### src/rtl/hmp_pkg.sv
package hmp_pkg;
   typedef enum logic [1:0] {
      HOP_IDLE  = 2'd0,
      HOP_LATCH = 2'd1,
      HOP_READ  = 2'd2,
      HOP_WRITE = 2'd3
   } host_op_e;
endpackage

### src/rtl/hmp_host_dec.sv
module hmp_host_dec
   import hmp_pkg::*;
(
   input  logic     hsel,
   input  logic     hlatch,
   input  logic     hrd,
   input  logic     hwr,
   input  logic     ready,
   output host_op_e op
);
   // strobes are only taken while the port reports ready
   always_comb begin
      op = HOP_IDLE;
      if (hsel && ready) begin
         if (hlatch)   op = HOP_LATCH;
         else if (hrd) op = HOP_READ;
         else if (hwr) op = HOP_WRITE;
      end
   end
endmodule

### src/rtl/hmp_addr_reg.sv
module hmp_addr_reg #(
   parameter int ADDR_W = 14
) (
   input  logic            clk,
   input  logic            rst_n,
   input  logic            ld_host,
   input  logic [ADDR_W:0] host_val,
   input  logic            ld_core,
   input  logic [ADDR_W:0] core_val,
   input  logic            inc,
   output logic [ADDR_W:0] cur
);
   localparam logic [ADDR_W-1:0] STEP = 1;

   logic [ADDR_W-1:0] ofs;
   logic              spc;

   // host load over core load over increment; offset wraps, space bit held
   always_ff @(posedge clk or negedge rst_n) begin
      if (!rst_n) begin
         ofs <= '0;
         spc <= 1'b0;
      end else if (ld_host) begin
         ofs <= host_val[ADDR_W-1:0];
         spc <= host_val[ADDR_W];
      end else if (ld_core) begin
         ofs <= core_val[ADDR_W-1:0];
         spc <= core_val[ADDR_W];
      end else if (inc) begin
         ofs <= ofs + STEP;
      end
   end

   assign cur = {spc, ofs};
endmodule

### src/rtl/hmp_xfer.sv
module hmp_xfer
   import hmp_pkg::*;
#(
   parameter int DATA_W   = 16,
   parameter bit SHORT_EN = 1'b1
) (
   input  logic              clk,
   input  logic              rst_n,
   input  host_op_e          op,
   input  logic [DATA_W-1:0] hbus_in,
   input  logic              short_mode,
   input  logic              addr_load,
   input  logic [DATA_W-1:0] mem_rdata,
   output logic              pend,
   output logic              pend_we,
   output logic [DATA_W-1:0] pend_data,
   output logic [DATA_W-1:0] rd_buf,
   output logic              busy
);
   logic short_eff;
   logic pf_req;
   logic rd_wait;

   generate
      if (SHORT_EN) begin : g_short
         assign short_eff = short_mode;
      end else begin : g_long
         logic unused_short;
         assign unused_short = short_mode;
         assign short_eff    = 1'b0;
      end
   endgenerate

   // in short mode an address load refills the buffer
   assign pf_req = short_eff && addr_load;

   always_ff @(posedge clk or negedge rst_n) begin
      if (!rst_n) begin
         pend      <= 1'b0;
         pend_we   <= 1'b0;
         pend_data <= '0;
         rd_wait   <= 1'b0;
         rd_buf    <= '0;
      end else begin
         pend    <= (op == HOP_READ) || (op == HOP_WRITE) || pf_req;
         pend_we <= (op == HOP_WRITE);
         if (op == HOP_WRITE) pend_data <= hbus_in;
         rd_wait <= pend && !pend_we;
         if (rd_wait) rd_buf <= mem_rdata;
      end
   end

   assign busy = pend || rd_wait;
endmodule

### src/rtl/hmp_arb.sv
module hmp_arb #(
   parameter int DATA_W = 16,
   parameter int ADDR_W = 14
) (
   input  logic              host_gnt,
   input  logic              host_we,
   input  logic [ADDR_W:0]   host_addr,
   input  logic [DATA_W-1:0] host_wdata,
   input  logic              core_req,
   input  logic              core_we,
   input  logic [ADDR_W:0]   core_addr,
   input  logic [DATA_W-1:0] core_wdata,
   output logic              core_stall,
   output logic              mem_en,
   output logic              mem_we,
   output logic [ADDR_W:0]   mem_addr,
   output logic [DATA_W-1:0] mem_wdata
);
   // host takes the cycle outright; core waits exactly that cycle
   always_comb begin
      mem_en     = host_gnt || core_req;
      core_stall = host_gnt && core_req;
      if (host_gnt) begin
         mem_we    = host_we;
         mem_addr  = host_addr;
         mem_wdata = host_wdata;
      end else begin
         mem_we    = core_req && core_we;
         mem_addr  = core_addr;
         mem_wdata = core_wdata;
      end
   end
endmodule

### src/rtl/hostmem_port.sv
module hostmem_port
   import hmp_pkg::*;
#(
   parameter int DATA_W   = 16,
   parameter int ADDR_W   = 14,
   parameter bit SHORT_EN = 1'b1
) (
   input  logic              clk,
   input  logic              rst_n,
   input  logic              short_mode,
   input  logic              hsel,
   input  logic              hlatch,
   input  logic              hrd,
   input  logic              hwr,
   input  logic [DATA_W-1:0] hbus_in,
   output logic [DATA_W-1:0] hbus_out,
   output logic              hack,
   input  logic              core_req,
   input  logic              core_we,
   input  logic [ADDR_W:0]   core_addr,
   input  logic [DATA_W-1:0] core_wdata,
   output logic [DATA_W-1:0] core_rdata,
   output logic              core_stall,
   input  logic              creg_we,
   input  logic [ADDR_W:0]   creg_wdata,
   output logic [ADDR_W:0]   creg_rdata,
   output logic              mem_en,
   output logic              mem_we,
   output logic [ADDR_W:0]   mem_addr,
   output logic [DATA_W-1:0] mem_wdata,
   input  logic [DATA_W-1:0] mem_rdata
);
   localparam int CREG_W = ADDR_W + 1;

   if (ADDR_W < 1) begin : g_bad_addr
      $error("hostmem_port: ADDR_W must be at least 1");
   end
   if (CREG_W > DATA_W) begin : g_bad_width
      $error("hostmem_port: address plus space bit must fit on the host bus");
   end

   host_op_e          op;
   logic              busy;
   logic              host_gnt;
   logic              pend_we;
   logic [DATA_W-1:0] pend_data;

   assign hack       = !busy;
   assign core_rdata = mem_rdata;

   hmp_host_dec u_dec (
      .hsel   (hsel),
      .hlatch (hlatch),
      .hrd    (hrd),
      .hwr    (hwr),
      .ready  (hack),
      .op     (op)
   );

   hmp_addr_reg #(.ADDR_W(ADDR_W)) u_addr (
      .clk      (clk),
      .rst_n    (rst_n),
      .ld_host  (op == HOP_LATCH),
      .host_val (hbus_in[CREG_W-1:0]),
      .ld_core  (creg_we),
      .core_val (creg_wdata),
      .inc      (host_gnt),
      .cur      (creg_rdata)
   );

   hmp_xfer #(.DATA_W(DATA_W), .SHORT_EN(SHORT_EN)) u_xfer (
      .clk        (clk),
      .rst_n      (rst_n),
      .op         (op),
      .hbus_in    (hbus_in),
      .short_mode (short_mode),
      .addr_load  ((op == HOP_LATCH) || creg_we),
      .mem_rdata  (mem_rdata),
      .pend       (host_gnt),
      .pend_we    (pend_we),
      .pend_data  (pend_data),
      .rd_buf     (hbus_out),
      .busy       (busy)
   );

   hmp_arb #(.DATA_W(DATA_W), .ADDR_W(ADDR_W)) u_arb (
      .host_gnt   (host_gnt),
      .host_we    (pend_we),
      .host_addr  (creg_rdata),
      .host_wdata (pend_data),
      .core_req   (core_req),
      .core_we    (core_we),
      .core_addr  (core_addr),
      .core_wdata (core_wdata),
      .core_stall (core_stall),
      .mem_en     (mem_en),
      .mem_we     (mem_we),
      .mem_addr   (mem_addr),
      .mem_wdata  (mem_wdata)
   );
endmodule

### config.mk
export PLATFORM = sky130hd
export DESIGN_NAME = hostmem_port
export DESIGN_NICKNAME = d
export VERILOG_FILES = /design/src/rtl/hmp_pkg.sv /design/src/rtl/hmp_host_dec.sv /design/src/rtl/hmp_addr_reg.sv /design/src/rtl/hmp_xfer.sv /design/src/rtl/hmp_arb.sv /design/src/rtl/hostmem_port.sv
export SDC_FILE = /design/constraint.sdc
export NUM_CORES = 1
export LEC_CHECK = 0
export BUFFER_PORTS_ARGS = -buffer_cell sky130_fd_sc_hd__buf_2
export CAP_MARGIN = 5
export CORE_UTILIZATION = 41
export DETAILED_ROUTE_END_ITERATION = 6
export PLACE_DENSITY = 0.82
export SLEW_MARGIN = 30
export SYNTH_ARGS = -nofsm -noshare
export SYNTH_HDL_FRONTEND = slang
export SYNTH_HIERARCHICAL = 1
export SYNTH_SLANG_ARGS = --single-unit
### constraint.sdc
create_clock -name clk -period 2.8 [get_ports clk]
set_clock_uncertainty 0.15 [all_clocks]
set_input_delay 0.14 -clock clk [delete_from_list [all_inputs] [get_ports clk]]
set_output_delay 0.14 -clock clk [all_outputs]
set_load 0.02 [all_outputs]
==> results of run 1 <==
## kinds of logic (layout without fill, tap and decap cells)
family | Yosys count | after routing | share of synthesized area
xor gates and xnor gates | 10 | 10 | 0.0284
adders and majority gates | 1 | 1 | 0.00406
and+or+nand+nor | 65 | 65 | 0.120
AOI/OAI and AO/OA | 34 | 34 | 0.0718
muxes | 66 | 66 | 0.282
buffers and inverters | 36 | 228 | 0.0872
DFF | 50 | 50 | 0.406
## cell usage after synthesis (2+ instances only)
master,n
buf_1,2
mux2i_1,3
nor2_1,8
buf_12,2
nand3_1,6
o221ai_1,2
nor2b_1,2
o21ai_1,3
xnor2_1,8
nor3_1,7
o22ai_1,3
clkbuf_1,2
buf_6,3
a21oi_1,10
xor2_1,2
mux2_2,28
buf_4,17
nand2b_1,3
nor3b_1,2
o31ai_1,2
buf_2,3
dfrtp_1,50
or2_2,2
nor4_1,2
nand2_1,22
inv_1,6
o21ai_0,5
mux2_4,35
nand4_2,2
## stage by stage
stage | instances | cell area [sq um]
floorplan | 262 | 3080
global placement | 504 | 3840
detailed placement | 504 | 3840
CTS | 553 | 4390
global route | 553 | 4400
finish | 553 | 4400
## tightest hold or removal path: cells and delay by family
family,cells,cell delay [ns]
AND/OR/NAND/NOR,1,0.14
buffers and inverters,1,0.08
AO/OA/AOI/OAI,1,0.10
## power by group
part | total [uW] | switching, uW | internal [uW]
clock | 622 | 240 | 381
sequential | 1000 | 138 | 864
combinational | 981 | 502 | 479
total | 2600 | 881 | 1720
## layout by cell type, fill, tap and decap left out, types with 2 or more instances in the layout
master	count
nor2b_1	2
xnor2_1	8
or2_2	2
dlygate4sd3_1	41
nand2_1	22
nor3_1	7
o21ai_1	3
dfrtp_1	49
nand3_1	6
o31ai_1	2
nand4_2	2
buf_4	5
xor2_1	2
nor3b_1	2
bufinv_16	2
mux2_2	28
buf_2	168
clkbuf_8	6
inv_1	6
nand2b_1	3
mux2_4	35
o22ai_1	3
o21ai_0	5
nor2_1	7
nor4_1	2
a21oi_1	10
o221ai_1	2
mux2i_1	3
## registers in the layout (all words and copies together) (netlist names)
signal and count:
u_xfer/pend 1, u_xfer/pend_we 1, u_xfer/rd_buf 16, u_addr/ofs 14, u_addr/spc 1, u_xfer/pend_data 16, u_xfer/rd_wait 1
## layer usage
metal	global-route usage	vias to the layer above	share of wire	routed length, um
met3	0.0336	8	0.044	395
met4	0.0674	0	0.014	125
met5	0	-	0	0
met1	0.249	1383	0.39	3470
li1	-	1291	-	-
met2	0.426	109	0.55	4890
## repair_timing
item / 4_1_cts / 5_1_grt
setup endpoints to repair: 0 / 1
hold buffers: 41 / 0
buffers inserted: 0 / 0
gates resized for setup: 0 / 1
endpoints found under the hold margin: 95 / 0
## cell type report
class	count	area [sq um]	area share
Multi-Input combinational cell	176	1570	0.356
Clock buffer	6	82.6	0.0188
Timing Repair Buffer	214	1290	0.293
Inverter	6	22.5	0.00512
Tap cell	99	124	0.0282
Sequential cell	50	1250	0.285
Clock inverter	2	60.1	0.0137
## worst max-delay path by stage
stage | startpoint | to | slack, ns | depth (start not counted)
finish | u_xfer/rd_wait | u_addr/ofs[4] | 0.18 | 10
global route | u_xfer/rd_wait | u_addr/ofs[4] | 0.05 | 10
CTS | u_xfer/rd_wait | u_addr/ofs[4] | 0.11 | 10
detailed placement | u_xfer/rd_wait | u_addr/ofs[12] | 0.61 | 9
global placement | u_xfer/pend | u_addr/ofs[12] | 0.71 | 9
floorplan | u_xfer/rd_wait | u_addr/ofs[12] | 0.01 | 12
==> impl_metrics.env, run 1 <==
export IMPL_synth_area_leader_cell="dfrtp_1"
export IMPL_arrival_ns=2.72
export IMPL_rrSetupSlack_ns=0.18
export IMPL_r2r_end="u_addr/ofs[4]"
export IMPL_clk_pin_slew_ns=0.10
export IMPL_ys_seq_area_frac=0.406
export IMPL_ir_drop_v=0.000250
export IMPL_vias=2791
export IMPL_p_per_area_nw_per_um2=592
export IMPL_grt_max_degree=51
export IMPL_drv_slew=0
export IMPL_finalCritPeriodShare=0.934
export IMPL_numCtsBuffers=5
export IMPL_hold_violations=0
export IMPL_syn_nets=351
export IMPL_synth_edff_count=0
export IMPL_async_flop_share=1.00
export IMPL_ios=170
export IMPL_synth_area_per_cell_sq_um=11.8
export IMPL_core_sq_um=7250
export IMPL_cts_root_buf="clkbuf_8"
export IMPL_critPathKind="flip-flop to flip-flop"
export IMPL_routed_wl_um=8880
export IMPL_status="completed"
export IMPL_dr_pass1_iters=4
export IMPL_die_width_um=88.7
export IMPL_cp_common_cell="nand2_1"
export IMPL_overflow=0
export IMPL_synth_area_leaders="dfrtp_1 41%, mux2_4 17%, mux2_2 10%"
export IMPL_power_leakage_uw=0.00221
export IMPL_syn_instance_count=262
export IMPL_hold_path_end="u_addr/ofs[11]"
export IMPL_gp_congestion=0.809
export IMPL_setup_tns_ns=0
export IMPL_post_route_util=0.606
export IMPL_grt_pass1_vias=2808
export IMPL_grt_pass1_wl_um=13100
export IMPL_first_iter_violations=139
export IMPL_slowest_delay_ns=0.57
export IMPL_maxSlewHeadroom=0.486
export IMPL_vias_per_cell=5.05
export IMPL_cts_sinks=50
export IMPL_fin_nets=542
export IMPL_worst_pin_slew_ns=0.772
export IMPL_setup_violations=0
export IMPL_end_kind="flip-flop"
export IMPL_dpl_hpwl_um=5770
export IMPL_cp_slowest_cell="dlygate4sd3_1"
export IMPL_clock_fmax_ghz=0.382
export IMPL_hold_depth=3
export IMPL_n_fill_cell=623
export IMPL_synth_top_cell_area_share=0.406
export IMPL_ant_nets=0
export IMPL_cts_max_level=2
export IMPL_cap_violations=0
export IMPL_io_buffers=169
export IMPL_cp_cell_sequence="or2_2 > inv_1 > nand2_1 > nor3_1 > buf_4 > nor2b_4 > nor2_2 > nand2_1 > o221ai_1 > dlygate4sd3_1"
export IMPL_min_period_ns=2.62
export IMPL_synth_flop_cell="dfrtp_1"
export IMPL_grt_use_total=0.221
export IMPL_rsz0062_at_grt="false"
export IMPL_clock_latency_ns=0.30
export IMPL_antenna_found_initial=0
export IMPL_synth_area_sq_um=3080
export IMPL_synth_cell_type_count=49
export IMPL_hold_ws_ns=0.0376
export IMPL_r2r_cells=10
export IMPL_critPathBufInv=3
export IMPL_crit_required_ns=2.90
export IMPL_cp_top_family="simple AND/OR/NAND/NOR gates"
export IMPL_rows=31
export IMPL_cp_max_fo=8
export IMPL_drive_above_1_share=0.570
export IMPL_start_util=0.425
export IMPL_cts_tree="built"
export IMPL_cts_buffer_depth=2
export IMPL_die_h_um=88.7
export IMPL_route_detailed_drc=0
export IMPL_hold_start="creg_wdata[11]"
export IMPL_antenna_cells=0
export IMPL_wire_per_inst_um=16.1
export IMPL_yosys_warnings=6
export IMPL_ys_ff_latch=50
export IMPL_dieArea_sq_um=7870
export IMPL_pre_cts_ws_ns=0.612
export IMPL_power_total_uw=2600
export IMPL_hold_class="input port to flip-flop"
export IMPL_synthToLayoutAreaGrowth_pct=42.6
export IMPL_reg2reg_from="u_xfer/rd_wait"
export IMPL_startpoint_type="flip-flop"
export IMPL_worst_slack_ns=0.184
Power figures use the tool's default switching activity.
==> inputs of run 2 (changes only) <==
Settings changed: CORE_MARGIN set to 10.
==> impl_metrics.env, run 2 (synthesis results as in run 1) <==
export IMPL_ir_drop_v=0.000259
export IMPL_end_kind="flip-flop"
export IMPL_clock_latency_ns=0.30
export IMPL_cts_resized_gates=0
export IMPL_wire_per_inst_um=18.4
export IMPL_overflow=0
export IMPL_dr_pass1_iters=5
export IMPL_synthToLayoutAreaGrowth_pct=41.1
export IMPL_drv_slew=0
export IMPL_numCtsBuffers=5
export IMPL_min_period_ns=2.55
export IMPL_rsz0062_at_grt="false"
export IMPL_biggestRegsByFlops="u_xfer/pend_data: 16 flops, u_xfer/rd_buf: 16 flops, u_addr/ofs: 14 flops"
export IMPL_hold_depth=3
export IMPL_die_h_um=107
export IMPL_grt_pass1_vias=2923
export IMPL_hold_ws_ns=0.0116
export IMPL_worst_pin_slew_ns=0.735
export IMPL_dieArea_sq_um=11400
export IMPL_setup_tns_ns=0
export IMPL_hold_class="input port to flip-flop"
export IMPL_grt_max_degree=51
export IMPL_cts_sinks=50
export IMPL_route_detailed_drc=0
export IMPL_ios=170
export IMPL_first_iter_violations=146
export IMPL_clock_fmax_ghz=0.392
export IMPL_maxSlewHeadroom=0.510
export IMPL_dpl_hpwl_um=7320
export IMPL_setup_violations=0
export IMPL_finalNonFillerCells=553
export IMPL_r2r_cells=11
export IMPL_cts_tree="built"
export IMPL_startpoint_type="flip-flop"
export IMPL_core_sq_um=7290
export IMPL_layout_commonest_cell="buf_2"
export IMPL_grt_use_total=0.169
export IMPL_p_per_area_nw_per_um2=574
export IMPL_io_buffers=169
export IMPL_cts_buffer_depth=2
export IMPL_die_width_um=107
export IMPL_ant_nets=0
export IMPL_power_leakage_uw=0.00219
export IMPL_antenna_found_initial=2
export IMPL_critPathKind="flip-flop to flip-flop"
export IMPL_arrival_ns=2.58
export IMPL_slowest_delay_ns=0.60
export IMPL_cp_max_fo=8
export IMPL_status="completed"
export IMPL_gp_congestion=0.833
export IMPL_hold_violations=0
export IMPL_grt_pass1_wl_um=15600
export IMPL_vias_per_cell=4.92
export IMPL_finalCritPeriodShare=0.912
export IMPL_crit_required_ns=2.83
export IMPL_cp_slowest_cell="dlygate4sd3_1"
export IMPL_routed_wl_um=10200
export IMPL_fin_nets=541
export IMPL_start_util=0.423
export IMPL_clk_pin_slew_ns=0.10
export IMPL_drive_above_1_share=0.565
export IMPL_cts_root_buf="clkbuf_8"
export IMPL_rows=31
export IMPL_cp_cell_sequence="or2_2 > inv_1 > nand2_1 > nor3_1 > buf_4 > nor2b_4 > inv_1 > nand2_1 > o22ai_1 > dlygate4sd3_1 > a21oi_1"
export IMPL_final_cell_mix="168 x buf_2, 49 x dfrtp_1, 40 x dlygate4sd3_1"
export IMPL_cts_max_level=2
export IMPL_vias=2721
export IMPL_cap_violations=0
export IMPL_place_inst=504
run 2: cell types whose count changed in the layout (fill, tap and decap cells not counted), sizes merged:
| cell | previous run | this run |
|---|---|---|
| clkbuf | 6 | 7 |
| diode | 0 | 1 |
| bufinv | 2 | 1 |
| dlygate4sd3 | 41 | 40 |
run 2: layer usage:
layer,global-route usage,wire length [um],vias to the layer above
met1,0.177,3640,1307
met4,0.0638,221,2
met5,0,13,-
met2,0.318,5610,104
met3,0.0419,671,20
li1,-,-,1288
run 2: layout make-up:
type / count / area (sq um)
Tap cell: 99 / 124
Inverter: 6 / 22.5
Clock buffer: 7 / 76.3
Fill cell: 638 / 2940
Sequential cell: 50 / 1250
Antenna cell: 1 / 2.50
Timing Repair Buffer: 213 / 1280
Multi-Input combinational cell: 176 / 1560
Clock inverter: 1 / 30.0
run 2: power breakdown:
| part | switching (uW) | internal (uW) |
|---|---|---|
| sequential | 137 | 864 |
| clock | 237 | 268 |
| combinational | 514 | 476 |
| total | 888 | 1610 |
run 2: final timing paths:
| path | start | to | slack, ns |
|---|---|---|---|
| max in group asynchronous | rst_n | u_xfer/pend | 1.78 |
| setup reg to reg | u_xfer/rd_wait | u_addr/ofs[9] | 0.25 |
| min in group asynchronous | rst_n | u_addr/ofs[9] | 0.27 |
| hold reg to reg | u_xfer/pend_we | u_xfer/rd_wait | 0.32 |
| hold / removal | creg_wdata[3] | u_addr/ofs[3] | 0.01 |
| setup / recovery | u_xfer/rd_wait | u_addr/ofs[9] | 0.25 |
run 2: timing repair:
item                                   in CTS  in global routing
hold buffers                               40                  0
setup buffers                               0                  0
endpoints found under the hold margin      94                  0
run 2: through the flow:
step                      utilization  total power, uW  instance area (sq um)  worst slack (ns)
after floorplan                     -             1650                   3080            0.0101
after CTS                       0.596             2520                   4350             0.319
final                           0.597             2500                   4350             0.246
after global routing            0.597             2630                   4350            0.0548
after global placement          0.526             1920                   3840             0.688
after detailed placement        0.527             1950                   3840             0.652
run 2: worst max-delay path: cells and delay by family, from the launching register on:
family | cells | cell delay [ns]
compound gates | 2 | 0.23
buf+inv | 4 | 0.97
flops | 1 | 0.39
simple gates | 5 | 0.71
==> inputs of run 3 (changes only) <==
Clock period 2.8 ns to 2.1 ns, I/O delays scaled along.
==> impl_metrics.env, run 3 (synthesis results as in run 1) <==
export IMPL_first_iter_violations=125
export IMPL_route_detailed_drc=0
export IMPL_r2r_cells=7
export IMPL_critPathKind="flip-flop to flip-flop"
export IMPL_min_period_ns=2.01
export IMPL_maxSlewHeadroom=0.617
export IMPL_ir_drop_v=0.000315
export IMPL_layout_commonest_cell="buf_2"
export IMPL_crit_required_ns=2.14
export IMPL_rows=31
export IMPL_cts_tree="built"
export IMPL_biggestRegsByFlops="u_xfer/pend_data: 16 flops, u_xfer/rd_buf: 16 flops, u_addr/ofs: 14 flops"
export IMPL_cp_cell_sequence="or2_4 > inv_6 > nand2_4 > nor3_4 > buf_4 > nand2_4 > mux2_4"
export IMPL_cp_common_cell="nand2_4"
export IMPL_grt_use_total=0.172
export IMPL_cap_violations=0
export IMPL_clock_fmax_ghz=0.499
export IMPL_fin_nets=548
export IMPL_cts_max_level=2
export IMPL_core_sq_um=7290
export IMPL_ant_nets=0
export IMPL_cp_slowest_cell="dfrtp_2"
export IMPL_die_h_um=107
export IMPL_arrival_ns=2.05
export IMPL_power_total_uw=3280
export IMPL_dieArea_sq_um=11400
export IMPL_io_buffers=169
export IMPL_startpoint_type="flip-flop"
export IMPL_synthToLayoutAreaGrowth_pct=45.1
export IMPL_reg2reg_from="u_xfer/pend"
export IMPL_antenna_found_initial=1
export IMPL_end_kind="flip-flop"
export IMPL_clock_latency_ns=0.30
export IMPL_cp_top_family="simple AND/OR/NAND/NOR gates"
export IMPL_p_switching_uw=1200
export IMPL_start_util=0.423
export IMPL_worst_pin_slew_ns=0.574
export IMPL_n_fill_cell=634
export IMPL_setup_violations=0
export IMPL_clkPwrFrac=0.179
export IMPL_final_cell_mix="169 x buf_2, 49 x dfrtp_1, 42 x dlygate4sd3_1"
export IMPL_cts_buffer_depth=2
export IMPL_crit_start="u_xfer/pend"
export IMPL_multi_input_area_sq_um=1620
export IMPL_r2r_end="u_xfer/pend_data[2]"
export IMPL_seq_area_sq_um=1250
export IMPL_wire_per_inst_um=17.8
export IMPL_dpl_hpwl_um=7750
export IMPL_grt_pass1_vias=3128
export IMPL_p_per_area_nw_per_um2=733
export IMPL_gp_congestion=0.807
export IMPL_overflow=0
export IMPL_rsz0062_at_grt="false"
export IMPL_drive_above_1_share=0.587
export IMPL_power_leakage_uw=0.00224
export IMPL_finalCritPeriodShare=0.955
export IMPL_crit_end="u_xfer/pend_data[2]"
export IMPL_hold_violations=1
export IMPL_p_int_uw=2080
export IMPL_cts_root_buf="clkbuf_8"
export IMPL_grt_max_degree=49
export IMPL_violations="negative hold slack"
export IMPL_p_seq_frac=0.403
export IMPL_critPathBufInv=2
export IMPL_status="finished, violations left"
export IMPL_hold_class="input port to flip-flop"
export IMPL_cts_sinks=50
export IMPL_comb_power_share=0.418
export IMPL_switching_share=0.367
export IMPL_die_width_um=107
export IMPL_cp_max_fo=17
export IMPL_hold_ws_ns=-0.00514
export IMPL_hold_depth=3
export IMPL_numCtsBuffers=5
export IMPL_vias_per_cell=4.88
export IMPL_ios=170
export IMPL_drv_slew=0
export IMPL_slowest_delay_ns=0.43
export IMPL_rrSetupSlack_ns=0.09
export IMPL_crit_cells=7
export IMPL_grt_pass1_wl_um=16100
export IMPL_vias=2731
export IMPL_clk_pin_slew_ns=0.09
export IMPL_dr_pass1_iters=5
export IMPL_routed_wl_um=9990
run 3: worst reg2reg max path: stages, from the launching register on:
cell     delay (ns)
dfrtp_2        0.43
or2_4          0.28
inv_6          0.06
nand2_4        0.05
nor3_4         0.22
buf_4          0.17
nand2_4        0.18
mux2_4         0.36
run 3: worst min path at each step:
stage,startpoint,end,slack (ns)
floorplan,rst_n,u_addr/ofs[0],-0.34
CTS,creg_wdata[11],u_addr/ofs[11],0.003
global route,creg_wdata[11],u_addr/ofs[11],0.003
global placement,rst_n,u_xfer/rd_buf[3],-0.03
finish,creg_wdata[7],u_addr/ofs[7],-0.005
detailed placement,rst_n,u_xfer/rd_buf[3],-0.01
run 3: power by group through the flow:
stage	registers (uW)	logic (uW)	clock network, uW
2_1_floorplan	1440	774	0
3_3_place_gp	1330	1280	0
3_5_place_dp	1340	1310	0
4_1_cts	1330	1380	608
5_1_grt	1350	1470	638
6_report	1320	1370	588
run 3: what timing repair did:
action | CTS | global route
setup endpoints to repair | 0 | 3
hold buffers | 42 | 0
endpoints found under the hold margin | 71 | 0
setup buffers | 0 | 0
resized for setup | 0 | 2
run 3: area by class of cell:
| class | instances | area share |
|---|---|---|
| timing repair buffer | 220 | 0.304 |
| inverter | 6 | 0.00615 |
| clock buffer | 6 | 0.0185 |
| clock inverter | 2 | 0.00280 |
| multi-input combinational | 176 | 0.361 |
| tap | 99 | 0.0277 |
| antenna | 1 | 0.000559 |
| sequential | 50 | 0.280 |
run 3: per-layer routing:
metal | vias to the layer above | GRT usage | routed length [um]
li1 | 1302 | - | -
met1 | 1314 | 0.187 | 3850
met2 | 106 | 0.318 | 5210
met3 | 9 | 0.0581 | 836
met4 | 0 | 0.0309 | 94
met5 | - | 0 | 0
run 3: per-stage QoR:
| step | instances | util | TNS [ns] | instance area [sq um] | setup WS, ns |
|---|---|---|---|---|---|
| 6_report | 560 | 0.614 | 0 | 4480 | 0.0944 |
| 5_1_grt | 559 | 0.613 | 0 | 4470 | 0.0172 |
| 4_1_cts | 559 | 0.612 | 0 | 4460 | 0.0565 |
| 3_5_place_dp | 509 | 0.542 | 0 | 3950 | 0.0761 |
| 3_3_place_gp | 509 | 0.542 | 0 | 3950 | 0.145 |
| 2_1_floorplan | 262 | - | -0.790 | 3160 | -0.101 |
